File: src/rtl/adc_seq_pkg.sv
package adc_seq_pkg;

  typedef enum logic [2:0] {
    ST_OFF,
    ST_SETTLE,
    ST_RST,
    ST_RST_FLUSH,
    ST_CAL,
    ST_CAL_WAIT,
    ST_FLUSH,
    ST_RUN
  } seq_st_e;

  function automatic int max_of(input int a, input int b);
    return (a > b) ? a : b;
  endfunction

endpackage

File: src/rtl/adc_seq_timer.sv
module adc_seq_timer #(
  parameter int CW = 8
) (
  input  logic          clk_i,
  input  logic          rst_ni,
  input  logic          load_i,
  input  logic [CW-1:0] load_val_i,
  output logic          zero_o
);

  logic [CW-1:0] cnt_q;

  always_ff @(posedge clk_i or negedge rst_ni) begin
    if (!rst_ni)            cnt_q <= '0;
    else if (load_i)        cnt_q <= load_val_i;
    else if (cnt_q != '0)   cnt_q <= cnt_q - 1'b1;
  end

  assign zero_o = (cnt_q == '0);

endmodule

File: src/rtl/adc_seq_fsm.sv
module adc_seq_fsm
  import adc_seq_pkg::*;
#(
  parameter int SETTLE_CYC    = 250000,
  parameter int RST_CYC       = 2,
  parameter int CAL_PULSE_CYC = 2,
  parameter int CAL_CYC       = 272800,
  parameter int FLUSH_CYC     = 13,
  parameter int CW            = 19
) (
  input  logic          clk_i,
  input  logic          rst_ni,
  input  logic          sleep_req_i,
  input  logic          recal_req_i,
  input  logic          tmr_zero_i,
  output logic          tmr_load_o,
  output logic [CW-1:0] tmr_val_o,
  output seq_st_e       state_o
);

  localparam logic [CW-1:0] SettleVal = CW'(SETTLE_CYC - 1);
  localparam logic [CW-1:0] RstVal    = CW'(RST_CYC - 1);
  localparam logic [CW-1:0] CalPVal   = CW'(CAL_PULSE_CYC - 1);
  localparam logic [CW-1:0] CalVal    = CW'(CAL_CYC - 1);
  localparam logic [CW-1:0] FlushVal  = CW'(FLUSH_CYC - 1);

  seq_st_e st_q, st_d;

  always_comb begin
    st_d       = st_q;
    tmr_load_o = 1'b0;
    tmr_val_o  = '0;
    if (sleep_req_i) begin
      st_d       = ST_OFF;
      tmr_load_o = 1'b1;
    end else begin
      unique case (st_q)
        ST_OFF: begin
          st_d = ST_SETTLE; tmr_load_o = 1'b1; tmr_val_o = SettleVal;
        end
        ST_SETTLE: if (tmr_zero_i) begin
          st_d = ST_RST; tmr_load_o = 1'b1; tmr_val_o = RstVal;
        end
        ST_RST: if (tmr_zero_i) begin
          st_d = ST_RST_FLUSH; tmr_load_o = 1'b1; tmr_val_o = FlushVal;
        end
        ST_RST_FLUSH: if (tmr_zero_i) begin
          st_d = ST_CAL; tmr_load_o = 1'b1; tmr_val_o = CalPVal;
        end
        ST_CAL: if (tmr_zero_i) begin
          st_d = ST_CAL_WAIT; tmr_load_o = 1'b1; tmr_val_o = CalVal;
        end
        ST_CAL_WAIT: if (tmr_zero_i) begin
          st_d = ST_FLUSH; tmr_load_o = 1'b1; tmr_val_o = FlushVal;
        end
        ST_FLUSH: if (tmr_zero_i) begin
          st_d = ST_RUN;
        end
        ST_RUN: if (recal_req_i) begin
          st_d = ST_RST; tmr_load_o = 1'b1; tmr_val_o = RstVal;
        end
        default: st_d = ST_OFF;
      endcase
    end
  end

  always_ff @(posedge clk_i or negedge rst_ni) begin
    if (!rst_ni) st_q <= ST_OFF;
    else         st_q <= st_d;
  end

  assign state_o = st_q;

endmodule

File: src/rtl/adc_seq_capture.sv
module adc_seq_capture #(
  parameter int DW = 14,
  parameter int OW = 16
) (
  input  logic          clk_i,
  input  logic          rst_ni,
  input  logic          cap_en_i,
  input  logic [DW-1:0] data_i,
  output logic          valid_o,
  output logic [OW-1:0] data_o
);

  logic [OW-1:0] ext;

  generate
    if (OW > DW) begin : g_sext
      assign ext = {{(OW-DW){data_i[DW-1]}}, data_i};
    end else begin : g_trunc
      assign ext = data_i[DW-1 -: OW];
    end
  endgenerate

  always_ff @(posedge clk_i or negedge rst_ni) begin
    if (!rst_ni) begin
      valid_o <= 1'b0;
      data_o  <= '0;
    end else begin
      valid_o <= cap_en_i;
      if (cap_en_i) data_o <= ext;
    end
  end

endmodule

File: src/rtl/adc_seq_ctrl.sv
module adc_seq_ctrl
  import adc_seq_pkg::*;
#(
  parameter int SETTLE_CYC    = 250000,
  parameter int RST_CYC       = 2,
  parameter int CAL_PULSE_CYC = 2,
  parameter int CAL_CYC       = 272800,
  parameter int FLUSH_CYC     = 13,
  parameter int DW            = 14,
  parameter int OW            = 16
) (
  input  logic          clk_i,
  input  logic          rst_ni,
  input  logic          sleep_req_i,
  input  logic          recal_req_i,
  input  logic          eoc_ni,
  input  logic [DW-1:0] adc_data_i,
  output logic          adc_pd_no,
  output logic          adc_rst_o,
  output logic          adc_cal_o,
  output logic          adc_rd_no,
  output logic          ready_o,
  output logic          smp_valid_o,
  output logic [OW-1:0] smp_data_o
);

  localparam int MaxDur = max_of(max_of(max_of(SETTLE_CYC, CAL_CYC),
                                        max_of(RST_CYC, CAL_PULSE_CYC)), FLUSH_CYC);
  localparam int CW     = $clog2(MaxDur + 1);

  seq_st_e       state;
  logic          tmr_load, tmr_zero;
  logic [CW-1:0] tmr_val;

  adc_seq_fsm #(
    .SETTLE_CYC(SETTLE_CYC), .RST_CYC(RST_CYC), .CAL_PULSE_CYC(CAL_PULSE_CYC),
    .CAL_CYC(CAL_CYC), .FLUSH_CYC(FLUSH_CYC), .CW(CW)
  ) u_fsm (
    .clk_i(clk_i), .rst_ni(rst_ni), .sleep_req_i(sleep_req_i),
    .recal_req_i(recal_req_i), .tmr_zero_i(tmr_zero),
    .tmr_load_o(tmr_load), .tmr_val_o(tmr_val), .state_o(state)
  );

  adc_seq_timer #(.CW(CW)) u_tmr (
    .clk_i(clk_i), .rst_ni(rst_ni), .load_i(tmr_load),
    .load_val_i(tmr_val), .zero_o(tmr_zero)
  );

  assign adc_pd_no = (state != ST_OFF);
  assign adc_rst_o = (state == ST_RST);
  assign adc_cal_o = (state == ST_CAL);
  assign ready_o   = (state == ST_RUN);
  assign adc_rd_no = !ready_o;

  adc_seq_capture #(.DW(DW), .OW(OW)) u_cap (
    .clk_i(clk_i), .rst_ni(rst_ni), .cap_en_i(ready_o && !eoc_ni),
    .data_i(adc_data_i), .valid_o(smp_valid_o), .data_o(smp_data_o)
  );


  rst_len_chk: assert property (@(posedge clk_i) disable iff (!rst_ni)
    ($fell(adc_rst_o) && adc_pd_no) |-> $past(adc_rst_o, 2));


  cal_len_chk: assert property (@(posedge clk_i) disable iff (!rst_ni)
    ($fell(adc_cal_o) && adc_pd_no) |-> $past(adc_cal_o, 2));


  rst_cal_excl_chk: assert property (@(posedge clk_i) disable iff (!rst_ni)
    !(adc_rst_o && adc_cal_o));


  ready_quiet_chk: assert property (@(posedge clk_i) disable iff (!rst_ni)
    ready_o |-> (adc_pd_no && !adc_rst_o && !adc_cal_o));


  valid_src_chk: assert property (@(posedge clk_i) disable iff (!rst_ni)
    smp_valid_o |-> $past(!eoc_ni && !adc_rd_no));

endmodule

File: config.mk
export PLATFORM = sky130hd
export DESIGN_NAME = adc_seq_ctrl
export DESIGN_NICKNAME = d
export VERILOG_FILES = /design/src/rtl/adc_seq_pkg.sv /design/src/rtl/adc_seq_timer.sv /design/src/rtl/adc_seq_fsm.sv /design/src/rtl/adc_seq_capture.sv /design/src/rtl/adc_seq_ctrl.sv
export SDC_FILE = /design/constraint.sdc
export NUM_CORES = 1
export LEC_CHECK = 0
export ABC_AREA = 1
export BUFFER_PORTS_ARGS = -buffer_cell sky130_fd_sc_hd__buf_2
export CORE_ASPECT_RATIO = 0.6
export CORE_MARGIN = 2
export CORE_UTILIZATION = 35
export DETAILED_ROUTE_END_ITERATION = 6
export PLACE_DENSITY_LB_ADDON = 0.12
export SLEW_MARGIN = 20
export SYNTH_ARGS = -nofsm -noshare
export SYNTH_HDL_FRONTEND = slang
export SYNTH_SLANG_ARGS = --single-unit
File: constraint.sdc
create_clock -name clk_i -period 1.8 [get_ports clk_i]
set_input_delay 0.36 -clock clk_i [delete_from_list [all_inputs] [get_ports clk_i]]
set_output_delay 0.36 -clock clk_i [all_outputs]
set_load 0.01 [all_outputs]
### Word level (Yosys, flattened, before mapping)

Cells that the tools add are included.

| cells by class | value |
|---|---|
| add/sub/neg operators | 1 |
| eq/ne operators | 14 |
| muxes and demuxes | 21 |
| reduce and logical (&&, ||, !) cells | 12 |

Operators by type and width:

| cell | number |
|---|---|
| 19-bit one-hot mux with 5 select lines | 1 |
| 19-bit two-way mux | 4 |
| 3-bit two-way mux | 8 |
| 3-bit one-hot mux with 8 select lines | 1 |
| 19-bit logical NOT | 1 |
| 19-bit nonzero test | 1 |
| 19-bit by 1-bit subtractor with 19-bit output, second input constant | 1 |
| 3-bit != test, second input constant | 5 |
| 3-bit == test, second input constant | 4 |
| 7-bit AND reduction | 1 |
| 3-bit by 2-bit == test with 1-bit output, second input constant | 2 |
| 3-bit by 2-bit != test with 1-bit output, second input constant | 2 |
| 1-bit two-way mux | 5 |
| 5-bit OR reduction | 1 |
| 4-bit two-way mux | 1 |
| 2-bit OR reduction | 2 |
| 3-bit by 1-bit == test with 1-bit output, second input constant | 1 |
| 3-bit logical NOT | 1 |
| 1-bit one-hot mux with 3 select lines | 1 |
| 3-bit nonzero test | 1 |
| 1-bit logical NOT | 2 |
| 2-bit nonzero test | 1 |
| 1-bit logical AND | 1 |

| storage, ports and cells | value |
|---|---|
| flip-flop bits (word level) | 37 |
| input bits | 19 |
| output and inout port bits | 22 |

### Logic depth before layout (Yosys ltp)

| logic depth | value |
|---|---|
| depth after elaboration | 5 |
| gate-level depth with buffers | 11 |
| gate-level depth less buffers | 11 |

### Cells and area by module

From an unflattened synthesis, not the netlist that was laid out.

| second synthesis, totals | value |
|---|---|
| cells, all modules | 320 |
| area, all modules | 2326.0 um^2 |

By module, submodules not included:

| module | times used | cells each | area an instance (um^2) | sequential area each (um^2) |
|---|---|---|---|---|
| adc_seq_timer | 1 | 192 | 1300.0 | 475.5 |
| adc_seq_capture | 1 | 62 | 570.5 | 375.4 |
| adc_seq_fsm | 1 | 57 | 411.6 | 75.1 |
| adc_seq_ctrl | 1 | 9 | 43.8 | 0.0 |

### Worst setup path before layout

Ideal clock, no wire load.

| timing | value |
|---|---|
| path kind | flip-flop to flip-flop |
| start point | reg u_tmr.cnt_q[0] |
| end point | reg u_tmr.cnt_q[11] |
| setup time | 125 ps |
| arrival | 1605 ps |
| path slack | 70 ps |
| stages on the path, launching flop included | 11 |
| period minus slack after synthesis | 1730 ps |
| cell sequence | dfrtp_1 > inv_1 > ha_1 > nand2_2 > nor2_4 > nand3_2 > inv_2 > nand3_4 > inv_4 > buf_6 > a21oi_1 |

| on the way | value |
|---|---|
| cells in the longest elaborated chain, start to end | 5 |
| elaborated cells on any way between the ends | 12 |
| those cells by class | 1 x add/sub; 8 x mux; 3 x reduce/logical |

Ends and longest elaborated chain:

| what | RTL line | source |
|---|---|---|
| start, declared | adc_seq_timer.sv:11 | `logic [CW-1:0] cnt_q;` |
| start signal, assigned | adc_seq_timer.sv:15 | `else if (load_i) cnt_q <= load_val_i;` |
| start signal, assigned | adc_seq_timer.sv:16 | `else if (cnt_q != '0) cnt_q <= cnt_q - 1'b1;` |
| branches (longest 5 deep; another with 19-bit by 1-bit subtractor with 19-bit output) | n/a |  |

Parallel ways; which one is timed is not known. The select of a mux whose other input is x is not followed.
A chain may end at the register's enable or synchronous reset.

### Final worst setup path

| timing | value |
|---|---|
| start point | reg u_fsm.st_q[0], in the netlist u_fsm.state_o[0] |
| end point | out adc_pd_no |

| on the way | value |
|---|---|
| cells in the longest elaborated chain, start to end | 1 |

Ends and longest elaborated chain:

| what | RTL line | source |
|---|---|---|
| start, declared | adc_seq_fsm.sv:27 | `seq_st_e st_q, st_d;` |
| start signal, assigned | adc_seq_fsm.sv:69 | `else st_q <= st_d;` |
| 3-bit nonzero test | adc_seq_ctrl.sv:49 | `assign adc_pd_no = (state != ST_OFF);` |
| end, declared | adc_seq_ctrl.sv:18 | `output logic adc_pd_no,` |

No other way between the ends.

==> flow_summary.ini <==
[sta]
timing.slew.headroom = 0.683
maxClockFrequency_mhz = 581
final_period_minus_worst_setup_slack_ns = 1.72
hold-worst-slack_ns = 0.103
finalCritPeriodShare = 0.956
timing_hold_violations_final = 0
setup-violations-final = 0
clock-skew-final_ns = 0.0146
final-max-slew-violation-count = 0
timing_worst_slew_pin_value_ns = 0.475
setup_total_negative_slack_ns = 0
rsz_0062_raised_after_global_routing = false

[cells_and_area]
seq_area_sq_um = 926
stdcell_area_sq_um = 2490
multiInputGateArea_sq_um = 975
fill_cells = 559
nNetsFinal = 336
synthToLayoutAreaGrowth_pct = 22.5
post_route_cells_drive_above_1_share = 0.262
antennaDiodeCount = 0

[synth]
count_of_flip_flops_with_a_built_in_enable_after_synthesis = 0
yosys_warn_count = 0
postSynthNetCount = 283
netlist_top_cells_area = sky130_fd_sc_hd__dfrtp_1 46%, sky130_fd_sc_hd__nand2_1 16%, sky130_fd_sc_hd__nand3_1 5.9%, sky130_fd_sc_hd__nor2_1 5.2%, sky130_fd_sc_hd__a21oi_1 3.4%
async_flop_share = 1.00
top_cell_type_s_share_of_synthesized_area = 0.455
cells_after_synth = 263
postSynthAreaPerCell_sq_um = 7.73
synth_seq_area_share = 0.455
ys_ff_latch = 37
synth_ff_type = sky130_fd_sc_hd__dfrtp_1
netlist-cell-type-count = 27
synth_most_common_cell = sky130_fd_sc_hd__nand2_1
synthesis.area_sq_um = 2030
netlist.top_cell.by_area = sky130_fd_sc_hd__dfrtp_1
ys_top_cells_by_count = 85 x sky130_fd_sc_hd__nand2_1, 37 x sky130_fd_sc_hd__dfrtp_1, 28 x sky130_fd_sc_hd__nor2_1

[global_routing]
grt_pass1_wl_mm = 8.35
grt_max_degree = 38
total_overflow_reported_by_the_global_router = 0
gr-usage-all-layers = 0.171
number_of_antenna_violations_at_the_first_check_in_global_routing = 0
grt_pass1_vias = 1713

[outcome]
run_status = completed

[worst_setup_path]
worst_setup_path_endpoint = adc_pd_no
critPathCaptureType = output port
worst-r2r-cell-count = 10
r2r_setup_slack_ns = 0.13
timing.rr.start = u_tmr.cnt_q[0]
crit_arrival_ns = 1.36
required_ns = 1.44
critical_path_peak_fanout = 4
critical_path_start_end_classification = reg -> out
critPathLaunchType = flop
cp-startpoint = u_fsm.state_o[0]
critical_path.reg2reg.endpoint = u_tmr.cnt_q[11]

[power_and_ir_drop]
p_leak_uw = 0.00135
report.power.total_uw = 3680
power.ir.vdd_worst_mv = 0.468
p_per_cell_area_nw_per_um2 = 1480

[place]
placement.io_buffers = 40
gp_routability_congestion = 0.878
dpl-instance-area_sq_um = 2390
place_hpwl_mm = 3.88

[clock_network]
cts.sink_count = 37
ctsRootBufferMaster = sky130_fd_sc_hd__clkbuf_8
numCtsBuffers = 5
clk-insertion-delay-late_ns = 0.30
cts-hold-fix-buffers = 0
ctsLongestPathBuffers = 2
post_cts_buffers = 0
clock_tree_from_tritoncts = yes
clk_pin_slew_ns = 0.09
h-tree-depth = 2

[floorplan]
number_of_standard_cell_rows_in_the_floorplan = 21
die_width_microns = 102
top_level_ports = 41
design.die.area_sq_um = 6450
starting_density_of_the_core = 0.363
core_area_sq_um = 5600
die_y_microns = 63.0

[drt]
initialDrtViolationCount = 176
1st_pass_router_iterations = 4
dr_vias = 1825
wl_per_cell_microns = 12.7
drt_wl_total_mm = 5.06
antenna_violating_nets_post_route = 0
routed_via_density = 4.60
route.detailed.drc = 0

[hold_path]
min-delay-path-class = in -> async

[flow_run]
maxCapViolations = 0
-- sequential cells by signal, summed over array words and instances (netlist names) --
register,count
u_cap.data_o,14
u_cap.valid_o,1
u_fsm.state_o,3
u_tmr.cnt_q,19
-- metal layers --
layer	global-route usage	vias up	share of wire
met1	0.275	815	0.53
met3	0.0570	4	0.096
li1	-	932	-
met5	0	-	0
met2	0.215	74	0.36
met4	0.0350	0	0.0057
-- critical path, stage by stage (launching register included) --
cell and delay (ns):
sky130_fd_sc_hd__dfrtp_1 0.41, sky130_fd_sc_hd__inv_1 0.13, sky130_fd_sc_hd__nand2_1 0.11, sky130_fd_sc_hd__nor2_2 0.17, sky130_fd_sc_hd__inv_1 0.09, sky130_fd_sc_hd__buf_2 0.14
-- stage by stage --
stage,utilization,instances,worst slack [ns]
floorplan,-,263,0.0702
global placement,0.427,389,0.157
detailed placement,0.427,389,0.150
CTS,0.444,397,0.0262
global route,0.445,397,0.00896
finish,0.445,397,0.0790
-- worst min path at each step --
stage	endpoint	depth (start not counted)	slack (ns)
finish	u_tmr.cnt_q[18]	2	0.10
global route	u_tmr.cnt_q[18]	2	0.15
CTS	u_tmr.cnt_q[18]	2	0.13
detailed placement	u_tmr.cnt_q[0]	2	0.45
global placement	u_tmr.cnt_q[1]	2	0.45
floorplan	u_cap.data_o[0]	0	0.06
-- timing repair --
item	in CTS	in global routing
setup endpoints to repair	0	2
endpoints found under the hold margin	0	0
gates resized for setup	0	2
-- cell usage in the layout (no fill, tap or decap), drive strengths merged, types with 4 or more instances in the layout --
master / Yosys / layout
a21oi: 15 / 15
buf: 5 / 54
clkbuf: 3 / 6
dfrtp: 37 / 37
inv: 22 / 22
nand2: 88 / 88
nand3: 26 / 26
nand4: 5 / 5
nor2: 36 / 36
nor3: 7 / 7
o21ai: 4 / 4
xnor2: 5 / 5
xor2: 8 / 8
-- area by class of cell --
type,instances,share of cell area
Clock inverter,2,0.00553
Clock buffer,6,0.0332
Multi-Input combinational cell,196,0.391
Inverter,22,0.0352
Sequential cell,37,0.372
Tap cell,80,0.0402
Timing Repair Buffer,54,0.123
-- report_power, final --
part           total (uW)  switching, uW  internal [uW]  leakage (uW)
Combinational        1870           1150            713      0.000813
Clock                 618            308            310     0.0000512
Sequential           1190            175           1020      0.000484
-- cells by family (layout without fill, tap and decap cells) --
logic type / Yosys count / count (layout) / share of synthesized area
AND/OR/NAND/NOR: 163 / 163 / 0.366
flip-flops: 37 / 37 / 0.455
buffers and inverters: 30 / 84 / 0.0677
AO/OA/AOI/OAI: 19 / 19 / 0.0486
XOR/XNOR: 13 / 13 / 0.0560
adder cells (fa/ha/maj): 1 / 1 / 0.00615
Note: power is estimated with default switching activity, not from simulation.
